[config.mk]
export PLATFORM = sky130hd
export DESIGN_NAME = dqpsk_frame_decoder
export DESIGN_NICKNAME = d
export VERILOG_FILES = /design/src/rtl/dqpsk_pkg.sv /design/src/rtl/dq_diff_decoder.sv /design/src/rtl/dq_frame_ctrl.sv /design/src/rtl/dq_char_packer.sv /design/src/rtl/dqpsk_frame_decoder.sv
export SDC_FILE = /design/constraint.sdc
export NUM_CORES = 1
export LEC_CHECK = 0
export CAP_MARGIN = 20
export CELL_PAD_IN_SITES_DETAIL_PLACEMENT = 1
export CELL_PAD_IN_SITES_GLOBAL_PLACEMENT = 1
export CORE_ASPECT_RATIO = 1.4
export CORE_MARGIN = 2
export CORE_UTILIZATION = 51
export CTS_CLUSTER_DIAMETER = 200
export CTS_CLUSTER_SIZE = 20
export DETAILED_ROUTE_END_ITERATION = 12
export DONT_BUFFER_PORTS = 1
export GPL_TIMING_DRIVEN = 0
export PLACE_DENSITY_LB_ADDON = 0.1
export SYNTH_ARGS = -nofsm -noshare
export SYNTH_HDL_FRONTEND = slang
export SYNTH_SLANG_ARGS = --single-unit
[constraint.sdc]
create_clock -name clk -period 8.55 [get_ports clk]
set_input_delay 0.855 -clock clk [delete_from_list [all_inputs] [get_ports clk]]
set_output_delay 0.855 -clock clk [all_outputs]
set_load 0.05 [all_outputs]
[src/rtl/dqpsk_pkg.sv]
package dqpsk_pkg;
  localparam int SYM_BITS = 2;

  // quadrant index from sign flags, counter-clockwise numbering
  function automatic logic [1:0] quad_of(input logic i_neg, input logic q_neg);
    return {q_neg, i_neg ^ q_neg};
  endfunction

  // phase step (mod 4) to bit pair: 0->00, 1->01, 2->11, 3->10
  function automatic logic [1:0] pair_of_step(input logic [1:0] step);
    return {step[1], step[1] ^ step[0]};
  endfunction
endpackage

[src/rtl/dq_diff_decoder.sv]
module dq_diff_decoder
  import dqpsk_pkg::*;
(
  input  logic       clk,
  input  logic       rst,
  input  logic       sym_stb,
  input  logic       sym_i_neg,
  input  logic       sym_q_neg,
  output logic       pair_vld,
  output logic [1:0] pair
);
  logic       have_prev;
  logic [1:0] prev_quad;
  logic [1:0] cur_quad;
  logic [1:0] step;

  assign cur_quad = quad_of(sym_i_neg, sym_q_neg);
  assign step     = cur_quad - prev_quad;

  always_ff @(posedge clk) begin
    if (rst) begin
      have_prev <= 1'b0;
      prev_quad <= '0;
      pair_vld  <= 1'b0;
      pair      <= '0;
    end else begin
      pair_vld <= 1'b0;
      if (sym_stb) begin
        have_prev <= 1'b1;
        prev_quad <= cur_quad;
        if (have_prev) begin
          pair_vld <= 1'b1;
          pair     <= pair_of_step(step);
        end
      end
    end
  end
endmodule

[src/rtl/dq_frame_ctrl.sv]
module dq_frame_ctrl
  import dqpsk_pkg::*;
#(
  parameter int              SYNC_LEN     = 16,
  parameter logic [SYNC_LEN-1:0] SYNC_WORD = 16'h5555,
  parameter int              PAYLOAD_BITS = 3206
) (
  input  logic                clk,
  input  logic                rst,
  input  logic                pair_vld,
  input  logic [SYM_BITS-1:0] pair,
  output logic [SYM_BITS-1:0] pay_mask,
  output logic                in_payload
);
  localparam int CNT_W  = $clog2(PAYLOAD_BITS);
  localparam int FILL_W = $clog2(SYNC_LEN + 1);
  localparam logic [CNT_W-1:0]  LAST_BIT = CNT_W'(PAYLOAD_BITS - 1);
  localparam logic [FILL_W-1:0] FULL     = FILL_W'(SYNC_LEN);

  logic [SYNC_LEN-1:0] sh_q, sh_n;
  logic [FILL_W-1:0]   fill_q, fill_n;
  logic [CNT_W-1:0]    cnt_q, cnt_n;
  logic                pay_n;

  // serial walk over the pair, earlier bit (MSB) first
  always_comb begin
    sh_n     = sh_q;
    fill_n   = fill_q;
    cnt_n    = cnt_q;
    pay_n    = in_payload;
    pay_mask = '0;
    if (pair_vld) begin
      for (int b = SYM_BITS - 1; b >= 0; b--) begin
        if (pay_n) begin
          pay_mask[b] = 1'b1;
          if (cnt_n == LAST_BIT) begin
            cnt_n  = '0;
            pay_n  = 1'b0;
            fill_n = '0;
          end else begin
            cnt_n = cnt_n + 1'b1;
          end
        end else begin
          sh_n = {sh_n[SYNC_LEN-2:0], pair[b]};
          if (fill_n != FULL) fill_n = fill_n + 1'b1;
          if (fill_n == FULL && sh_n == SYNC_WORD) begin
            pay_n = 1'b1;
            cnt_n = '0;
          end
        end
      end
    end
  end

  always_ff @(posedge clk) begin
    if (rst) begin
      sh_q       <= '0;
      fill_q     <= '0;
      cnt_q      <= '0;
      in_payload <= 1'b0;
    end else begin
      sh_q       <= sh_n;
      fill_q     <= fill_n;
      cnt_q      <= cnt_n;
      in_payload <= pay_n;
    end
  end
endmodule

[src/rtl/dq_char_packer.sv]
module dq_char_packer
  import dqpsk_pkg::*;
#(
  parameter int CHAR_BITS = 7
) (
  input  logic                 clk,
  input  logic                 rst,
  input  logic [SYM_BITS-1:0]  pay_mask,
  input  logic [SYM_BITS-1:0]  pair,
  output logic                 char_vld,
  output logic [CHAR_BITS-1:0] char_data
);
  localparam int CW = $clog2(CHAR_BITS);
  localparam logic [CW-1:0] LAST = CW'(CHAR_BITS - 1);

  logic [CHAR_BITS-1:0] acc_q, acc_n, out_n;
  logic [CW-1:0]        cnt_q, cnt_n;
  logic                 done_n;

  always_comb begin
    acc_n  = acc_q;
    cnt_n  = cnt_q;
    out_n  = char_data;
    done_n = 1'b0;
    for (int b = SYM_BITS - 1; b >= 0; b--) begin
      if (pay_mask[b]) begin
        acc_n = {acc_n[CHAR_BITS-2:0], pair[b]};
        if (cnt_n == LAST) begin
          cnt_n  = '0;
          done_n = 1'b1;
          out_n  = acc_n;
        end else begin
          cnt_n = cnt_n + 1'b1;
        end
      end
    end
  end

  always_ff @(posedge clk) begin
    if (rst) begin
      acc_q     <= '0;
      cnt_q     <= '0;
      char_vld  <= 1'b0;
      char_data <= '0;
    end else begin
      acc_q     <= acc_n;
      cnt_q     <= cnt_n;
      char_vld  <= done_n;
      char_data <= out_n;
    end
  end
endmodule

[src/rtl/dqpsk_frame_decoder.sv]
module dqpsk_frame_decoder
  import dqpsk_pkg::*;
#(
  parameter int SYNC_LEN                  = 16,
  parameter logic [SYNC_LEN-1:0] SYNC_WORD = 16'h5555,
  parameter int PAYLOAD_BITS              = 3206,
  parameter int CHAR_BITS                 = 7
) (
  input  logic                 clk,
  input  logic                 rst,
  input  logic                 sym_stb,
  input  logic                 sym_i_neg,
  input  logic                 sym_q_neg,
  output logic                 bits_vld,
  output logic [1:0]           bits,
  output logic                 sync_found,
  output logic                 char_vld,
  output logic [CHAR_BITS-1:0] char_data
);
  logic [SYM_BITS-1:0] pay_mask;

  dq_diff_decoder u_diff (
    .clk(clk), .rst(rst), .sym_stb(sym_stb),
    .sym_i_neg(sym_i_neg), .sym_q_neg(sym_q_neg),
    .pair_vld(bits_vld), .pair(bits)
  );

  dq_frame_ctrl #(
    .SYNC_LEN(SYNC_LEN), .SYNC_WORD(SYNC_WORD), .PAYLOAD_BITS(PAYLOAD_BITS)
  ) u_frame (
    .clk(clk), .rst(rst), .pair_vld(bits_vld), .pair(bits),
    .pay_mask(pay_mask), .in_payload(sync_found)
  );

  dq_char_packer #(.CHAR_BITS(CHAR_BITS)) u_pack (
    .clk(clk), .rst(rst), .pay_mask(pay_mask), .pair(bits),
    .char_vld(char_vld), .char_data(char_data)
  );
endmodule

# After elaboration in Yosys (flattened, before gate mapping)
# Cells that the tools add are included.
# totals
regBits	56
inputBits	5
output_inout_bits	12
# op_classes
n_addsub	7
eq_ne	10
muxes	46
bitwise	3
n_reduce_logical	4
# ops
operator	n
two-way mux 12 bit	7
two-way mux 5 bit	11
two-way mux 15 bit	3
equality test 16 x 15 -> 1 bit, second input constant	2
two-way mux 7 bit	4
adder 12 x 1 -> 12 bit, second input constant	2
equality test 12 bit, second input constant	2
two-way mux 1 bit	14
two-way mux 3 bit	4
two-way mux 6 bit	2
adder 5 x 1 -> 5 bit, second input constant	2
equality test 5 bit, second input constant	2
inequality test 5 bit, second input constant	2
adder 3 x 1 -> 3 bit, second input constant	2
equality test 3 bit, second input constant	2
logical AND 1 bit	2
two-way mux 2 bit	1
AND reduction 2 bit	1
OR reduction 2 bit	1
subtractor 2 bit	1
bitwise XOR 1 bit	2
inverter 1 bit	1

# Logic depth before layout (Yosys ltp)
# Gate-level depths: netlist of run 1.
# depth
ltp_word	15
mapped_depth	14
ltp_nobuf	13

# Hierarchy
# A second synthesis of run 1 with hierarchy kept.
# unflattened
cells_unflattened	562
area_unflattened_um2	4332.9
# modules_own_cells
mod	n_inst	cells_per_inst	area_per_inst_um2	seq_area_each_um2
dq_frame_ctrl	1	440	3135.5	660.6
dq_char_packer	1	98	940.9	340.3
dq_diff_decoder	1	24	256.5	120.1

# Worst setup path after synthesis of run 1
# No wires, ideal clock.
# synth_path
kind	flip-flop to flip-flop
from	reg u_frame.in_payload
to	reg u_frame.cnt_q[4]
setup_ns	0.132
arrival_time_ns	2.875
path_slack_ns	5.544
path_stages_with_launch	13
n_path_buf	3
synth_period_minus_slack_ns	3.006
cell_sequence	dfxtp_1 clkbuf_1 clkinv_1 clkbuf_1 o41a_1 nor2_1 o22ai_1 ha_1 and3_1 clkbuf_1 xnor2_1 a221oi_1 nor3_1
# synth_via
elab_chain_len	10
# synth_lines
item	line_no	rtl
from (decl)	dq_frame_ctrl.sv:13	output logic in_payload
from (signal assigned)	dq_frame_ctrl.sv:65	in_payload <= pay_n;
two-way mux 5 bit	dq_frame_ctrl.sv:34	if (pay_n) begin
two-way mux 5 bit	dq_frame_ctrl.sv:32	if (pair_vld) begin
adder 5 x 1 -> 5 bit / inequality test 5 bit (equally long branches)	dq_frame_ctrl.sv:45	if (fill_n != FULL) fill_n = fill_n + 1'b1;
two-way mux 5 bit	dq_frame_ctrl.sv:45	
two-way mux 5 bit	dq_frame_ctrl.sv:34	
two-way mux 5 bit	dq_frame_ctrl.sv:32	
equality test 5 bit	dq_frame_ctrl.sv:46	if (fill_n == FULL && sh_n == SYNC_WORD) begin
logical AND 1 bit	dq_frame_ctrl.sv:46	
two-way mux 12 bit	dq_frame_ctrl.sv:46	
two-way mux 12 bit (*)	dq_frame_ctrl.sv:34	
to (signal assigned)	dq_frame_ctrl.sv:64	cnt_q <= cnt_n;
to (decl)	dq_frame_ctrl.sv:22	logic [CNT_W-1:0] cnt_q, cnt_n;
# Mark *: on every way between the ends. The rest lies on a longest branch, timed or not. The select of a mux whose other input is x is not followed.
# A chain may end at the register's enable or synchronous reset.

# Worst setup path after layout of run 1
# layout_path
from	reg u_diff.pair[1]
to	reg u_frame.cnt_q[11]
# layout_via
elab_chain_len	8
# layout_lines
item	line_no	rtl
from (decl)	dq_diff_decoder.sv:10	output logic [1:0] pair
from (signal assigned)	dq_diff_decoder.sv:33	pair <= pair_of_step(step);
equality test 16 x 15 -> 1 bit	dq_frame_ctrl.sv:46	
logical AND 1 bit	dq_frame_ctrl.sv:46	
two-way mux 12 bit	dq_frame_ctrl.sv:46	
two-way mux 12 bit	dq_frame_ctrl.sv:34	
two-way mux 12 bit	dq_frame_ctrl.sv:32	
adder 12 x 1 -> 12 bit / equality test 12 bit (equally long branches)	dq_frame_ctrl.sv:41, dq_frame_ctrl.sv:36	
two-way mux 12 bit	dq_frame_ctrl.sv:36	if (cnt_n == LAST_BIT) begin
two-way mux 12 bit (*)	dq_frame_ctrl.sv:34	
# Marked as above.

==> flow_summary.toml, run 1 <==
[run_status]
status = "complete, no violations"

[worst_hold_path]
hp-class = "register to register"

[global_route]
antenna_found_initial = 0
grt_pass1_wl_um = 23000
overflow = 0
first_global_vias = 4608
grt_start_max_net_pins = 18
grtUsageTotal_pct = 33.9

[worst_setup_path]
timing.rr.start = "u_diff.pair[1]$_SDFFE_PP0P_"
cpPeakStageDelay_ps = 900
path_max_fanout = 10
required_ps = 8790
cp_num_cells = 9
rr_endpoint = "u_frame.cnt_q[11]$_SDFFE_PP0P_"
cp_num_buf_inv = 4
cpMostUsedCell = "clkbuf_1"
r2r_cells = 9
startpoint_type = "register"
critical_path_class = "register to register"
startpoint = "u_diff.pair[1]$_SDFFE_PP0P_"
worstSetupEndpointType = "register"
crit_path_cell_trace = "inv_1 -> a211o_1 -> o41ai_1 -> and3_1 -> clkbuf_1 -> buf_2 -> clkbuf_1 -> nand3_1 -> a211oi_1"
slowest_stage = "dfxtp_1"
arrival_ps = 4300
crit_end = "u_frame.cnt_q[11]$_SDFFE_PP0P_"
ff2ff_setup_slack_ps = 4490
cp_top_family = "compound AO/OA/AOI/OAI gates"

[routing]
routedWlPerCell_um = 21.6
viasPerCell = 6.69
wirelength_met1_um = 5840
vias = 4484
initialDrtViolationCount = 264
totalWireLength_um = 14400
first_pass_iters = 5
met2_wirelength_um = 7210
antenna_left = 0
highest_layer = "met4"
wl_met3_um = 777
route.detailed.drc = 0

[cells_and_area]
final_common_cell = "nor2_1"
nFillCells = 1047
multi_input_area_um2 = 2740
postLayoutCoreUtil_pct = 55.5
nNetsFinal = 581
syn_to_final_growth_pct = 5.24
diodes = 0
mostFrequentLayoutCells = "nor2_1 (105), dfxtp_1 (56), nand2_1 (53), clkbuf_1 (36)"
regArea_um2 = 1120
drive_gt1_share_pct = 5.26

[clock_tree]
clkTransAtPathRegs_ps = 100
cts_resized = 0
cts.sink_count = 56
cts_buffer_depth = 2
numCtsBuffers = 5
worstSkewPairLatency_ps = 340
cts-htree-levels = 2
cts_root_buffer = "clkbuf_8"
postCtsSetupRepairBufs = 0
cts_tree = "built"
hold_buffers = 0

[placed_design]
port_buffers = 0
gp_congestion = 0.939
dp.final_hpwl_um = 10700
place_ws_ps = 4660

[synth]
synth_edf_count = 0
synth_cell_types = 72
syn_inst = 562
ys_warn_count = 0
synth-seq-area-share_pct = 27.5
syn_area_per_cell_um2 = 7.27
ys_ff_latch = 56
async_flop_share_pct = 0
syn_nets = 574
ys_dominant_reg_cell = "dfxtp_1"
syn_area_um2 = 4080

[power]
leakage_nw = 1.48
powerDensity_nw_per_um2 = 122
vdd_drop_max_v = 0.000103

[timing]
final-max-slew-violation-count = 0
layout_setup_ws_ps = 4490
setup_viol = 0
tightest_slew_ps = 1060
skew_ps = 24.2
rsz0062_at_grt = "false"
slew_headroom_pct = 28.6
setup_tns_ps = 0
fmax_ghz = 0.246
hold_violations = 0
post-route-period-util_pct = 47.5
period_needed_ps = 4060

[flow_run]
cap_violations = 0

[floorplan]
dieHeight_um = 110
die_w_um = 79.6
ioPinCount = 17
rows = 38
core_area_um2 = 7750
die-area_um2 = 8750
start_util_pct = 52.7
cell type report:
class,instances,area share [%]
Clock buffer,6,1.69
Clock inverter,2,0.378
Inverter,9,0.786
Tap cell,100,2.91
Sequential cell,56,26.1
Multi-Input combinational cell,452,63.7
Buffer,45,4.48
Yosys cell counts, drive strengths merged (6+ instances only):
library cell	n	area, um^2
and3	11	68.8
nor4	9	56.3
buf	10	61.3
nand3	15	75.1
nor3	18	90.1
o21ai	29	145
o211ai	6	45.0
mux2i	6	60.1
a311oi	10	87.6
clkbuf	35	131
nor2	105	394
nand2b	6	37.5
nand4	8	56.3
xnor2	11	96.3
and4	6	52.6
a21oi	27	135
a211oi	13	97.6
and4bb	6	75.1
o22ai	10	62.6
a31oi	15	93.8
dfxtp	56	1120
xor2	8	70.1
nand2	53	199
ha	7	87.6
inv	8	30.0
layer usage:
metal	vias up	track usage, %
met5	-	0
met4	0	18.5
met3	56	5.34
met2	162	60.0
met1	2173	38.6
li1	2093	-
logic make-up after synthesis:
kind of cell | Yosys count | synth area share [%]
simple gates | 263 | 32.0
compound gates | 156 | 27.1
flops | 56 | 27.5
buf+inv | 54 | 5.55
xor+xnor | 19 | 4.07
mux | 7 | 1.75
fa+ha+maj | 7 | 2.14
where the power goes:
group / internal, W / total (W) / switching (W) / leakage [nW]
Combinational: 0.0000298 / 0.0000859 / 0.0000561 / 0.981
Sequential: 0.000269 / 0.000285 / 0.0000157 / 0.455
Clock: 0.0000587 / 0.000155 / 0.0000963 / 0.0414
registers in the layout, indices dropped and copies added, names as in the netlist, 2 cells and up:
name and flops:
u_diff.pair 2, u_diff.prev_quad 2, u_frame.cnt_q 12, u_frame.fill_q 5
u_frame.sh_q 15, u_pack.acc_q 6, u_pack.char_data 7, u_pack.cnt_q 3
how the worst min path moves through the flow:
stage | cells past startpoint | end | start | slack (ps)
finish | 2 | u_diff.have_prev$_SDFFE_PP0P_ | u_diff.have_prev$_SDFFE_PP0P_ | 490
CTS | 2 | u_diff.have_prev$_SDFFE_PP0P_ | u_diff.have_prev$_SDFFE_PP0P_ | 500
detailed placement | 2 | u_diff.have_prev$_SDFFE_PP0P_ | u_diff.have_prev$_SDFFE_PP0P_ | 470
floorplan | 2 | u_diff.have_prev$_SDFFE_PP0P_ | u_diff.have_prev$_SDFFE_PP0P_ | 440
global placement | 2 | u_diff.have_prev$_SDFFE_PP0P_ | u_diff.have_prev$_SDFFE_PP0P_ | 450
global route | 2 | u_diff.have_prev$_SDFFE_PP0P_ | u_diff.have_prev$_SDFFE_PP0P_ | 530
per-stage QoR:
step           hold slack (ps)  total power (W)  cells  cell area [um^2]
2_1_floorplan              438         0.000349    562              4080
3_3_place_gp               447         0.000370    662              4210
3_5_place_dp               470         0.000375    662              4210
4_1_cts                    495         0.000527    670              4300
5_1_grt                    531         0.000547    670              4300
6_report                   486         0.000526    670              4300
worst reg2reg max path: cells and delay by family, from the launching register on:
kind,cells,cell delay [ps]
simple gates,2,450
buf+inv,4,1170
flops,1,900
compound gates,3,1460
Power figures use the tool's default switching activity.
==> run 2: changes to the inputs <==
- ABC_AREA: not set -> 1
- CORE_UTILIZATION: 51 -> 45
- clock period: 8.55 -> 3.96 ns (I/O delays scaled with it)
==> run 2 against run 1 <==
  * Power rose by 130%
  * Largest power group unchanged
  * Clock skew fell by 17 ps
  * Synthesized cell count rose by 23%
  * Non-clock buffer count fell by 14
  * Sequential power rose by 110%
  * Global-route usage fell by 6.3 points
==> flow_summary.toml, run 2 <==
[synth]
syn_inst = 693
synth_top_cells_by_count = "nand2_1 (189), inv_1 (76), nand3_1 (68)"
synthMuxAreaShare_pct = 0.479
synth-seq-area-share_pct = 26.8
synth_fa_ha_area_share_pct = 2.10
ys_warn_count = 0
synth_top_family_by_area = "simple AND/OR/NAND/NOR gates"
synth-xor-area-share_pct = 1.26
ys_ff_latch = 56
ys_top_cells_by_area = "dfxtp_1 (27%), nand2_1 (17%), nand3_1 (8.1%)"
syn_area_um2 = 4180
synth_compound_area_share_pct = 19.6
async_flop_share_pct = 0
yosysMostFrequentCell = "nand2_1"
yosys.area_share.simple_pct = 38.2
yosys.area.top_type = "dfxtp_1"
ys_dominant_reg_cell = "dfxtp_1"
synth_top_area_share_pct = 26.8
synth_cell_types = 44
syn_area_per_cell_um2 = 6.03
syn_nets = 705
synth_edf_count = 0

[timing]
rsz0062_at_grt = "false"
hold_violations = 0
setup_tns_ps = 0
period_needed_ps = 3080
fmax_ghz = 0.325
skew_ps = 6.88
post-route-period-util_pct = 77.7
final-max-slew-violation-count = 0
tightest_slew_ps = 742
setup_viol = 0
slew_headroom_pct = 50.1

[worst_hold_path]
hp-class = "primary input to register"
hp-start = "sym_stb"

[routing]
routedWlPerCell_um = 16.8
first_pass_iters = 4
antenna_left = 0
vias = 4636
initialDrtViolationCount = 237
totalWireLength_um = 13600
viasPerCell = 5.74
route.detailed.drc = 0

[power]
powerDensity_nw_per_um2 = 268
vdd_drop_max_v = 0.000252
leakage_nw = 1.85

[placed_design]
gp_congestion = 0.920
port_buffers = 0
dp.final_hpwl_um = 10400
dp.cells = 800

[cells_and_area]
largest_reg_flops = 15
mostFrequentLayoutCells = "nand2_1 (189), inv_1 (76), nand3_1 (68), o21ai_0 (58), dfxtp_1 (56)"
syn_to_final_growth_pct = 6.85
reg_top3 = "u_frame.sh_q: 15 flops, u_frame.cnt_q: 12 flops, u_pack.char_data: 7 flops"
nNetsFinal = 712
top_register = "u_frame.sh_q"
drive_gt1_share_pct = 9.13
final_common_cell = "nand2_1"
diodes = 0
instances_no_fill = 808

[global_route]
antenna_found_initial = 0
grt_pass1_wl_um = 22600
grt_start_max_net_pins = 20
first_global_vias = 4712
overflow = 0
grtUsageTotal_pct = 27.6

[clock_tree]
cts_tree = "built"
numCtsBuffers = 5
cts_resized = 0
worstSkewPairLatency_ps = 310
hold_buffers = 0
clkTransAtPathRegs_ps = 80
cts-htree-levels = 2
cts_buffer_depth = 2
postCtsSetupRepairBufs = 0
cts.sink_count = 56
cts_root_buffer = "clkbuf_16"

[floorplan]
core_area_um2 = 9030
ioPinCount = 17
rows = 41
die_w_um = 85.5
start_util_pct = 46.3
dieHeight_um = 118
die-area_um2 = 10100

[worst_setup_path]
path_max_fanout = 10
timing.rr.start = "u_frame.in_payload$_SDFFE_PP0P_"
cpMostUsedCell = "nand2_1"
worstSetupEndpointType = "register"
startpoint_type = "register"
arrival_ps = 3280
crit_path_cell_trace = "inv_2 -> clkbuf_1 -> nand2_1 -> o21ai_0 -> nor4_1 -> nand2_1 -> nor2_1 -> nand4_1 -> buf_4 -> nand3_1 -> nand2_1 -> inv_1 -> a21oi_1"
cp_num_buf_inv = 4
required_ps = 4160
ff2ff_setup_slack_ps = 880
cpPeakStageDelay_ps = 770
cp_top_family = "simple AND/OR/NAND/NOR gates"
slowest_stage = "dfxtp_1"
startpoint = "u_frame.in_payload$_SDFFE_PP0P_"
critical_path_class = "register to register"

[flow_run]
cap_violations = 0

[run_status]
status = "complete, no violations"
-- run 2: cell count changes after synthesis, sizes merged, moves of 9 or more --
| cell | previous run | this run |
|---|---|---|
| a211oi | 13 | 2 |
| a21oi | 27 | 55 |
| a311oi | 10 | 0 |
| and3 | 11 | 0 |
| clkbuf | 35 | 17 |
| inv | 8 | 86 |
| nand2 | 53 | 200 |
| nand3 | 15 | 73 |
| nor2 | 105 | 50 |
| o21ai | 29 | 65 |
| o22ai | 10 | 1 |
| xnor2 | 11 | 2 |
-- run 2: area by class of cell --
cell class              instances  area [um^2]
well taps                     107          134
inverters                      88          333
clock buffers                   5          125
clock inverters                 3         27.5
flip-flops and latches         56         1120
fillers                      1305         4560
multi-input cells             518         2580
plain buffers                  31          150
-- run 2: stage by stage --
step / instance area [um^2] / util [%] / power (W) / worst slack [ps] / hold WS [ps]
floorplan: 4180 / - / 0.000691 / 1570 / 438
detailed placement: 4310 / 47.8 / 0.000725 / 900 / 468
CTS: 4470 / 49.5 / 0.00120 / 885 / 225
finish: 4470 / 49.5 / 0.00120 / 882 / 210
global placement: 4310 / 47.8 / 0.000719 / 985 / 448
global route: 4470 / 49.5 / 0.00124 / 614 / 249
-- run 2: power by group --
group	internal [W]	switching, W	total (W)
clock	0.000241	0.000244	0.000485
sequential	0.000574	0.0000217	0.000596
combinational	0.0000371	0.0000797	0.000117
total	0.000852	0.000345	0.00120
-- run 2: worst paths after layout --
check,to,cells after the start
max,u_frame.cnt_q[0]$_SDFFE_PP0P_,13
min,u_diff.have_prev$_SDFFE_PP0P_,2
max reg2reg,u_frame.cnt_q[0]$_SDFFE_PP0P_,13
min reg2reg,u_frame.sh_q[11]$_SDFFE_PP0P_,2
-- run 2: cell families (layout without fill, tap and decap cells) --
group	after synthesis	after routing
xor gates and xnor gates	6	6
adders and majority gates	7	7
buffers and inverters	119	127
muxes	2	2
AOI/OAI and AO/OA	148	148
DFF	56	56
and+or+nand+nor	355	355
-- run 2: metal layers --
layer / share of wire [%] / up-vias / global-route usage [%] / wire length, um
met2: 53 / 56 / 50.8 / 7230
met4: 1.9 / 0 / 8.53 / 263
met1: 42 / 2280 / 32.8 / 5770
met5: 0 / - / 0 / 0
met3: 2.4 / 16 / 2.81 / 320
li1: - / 2284 / - / -
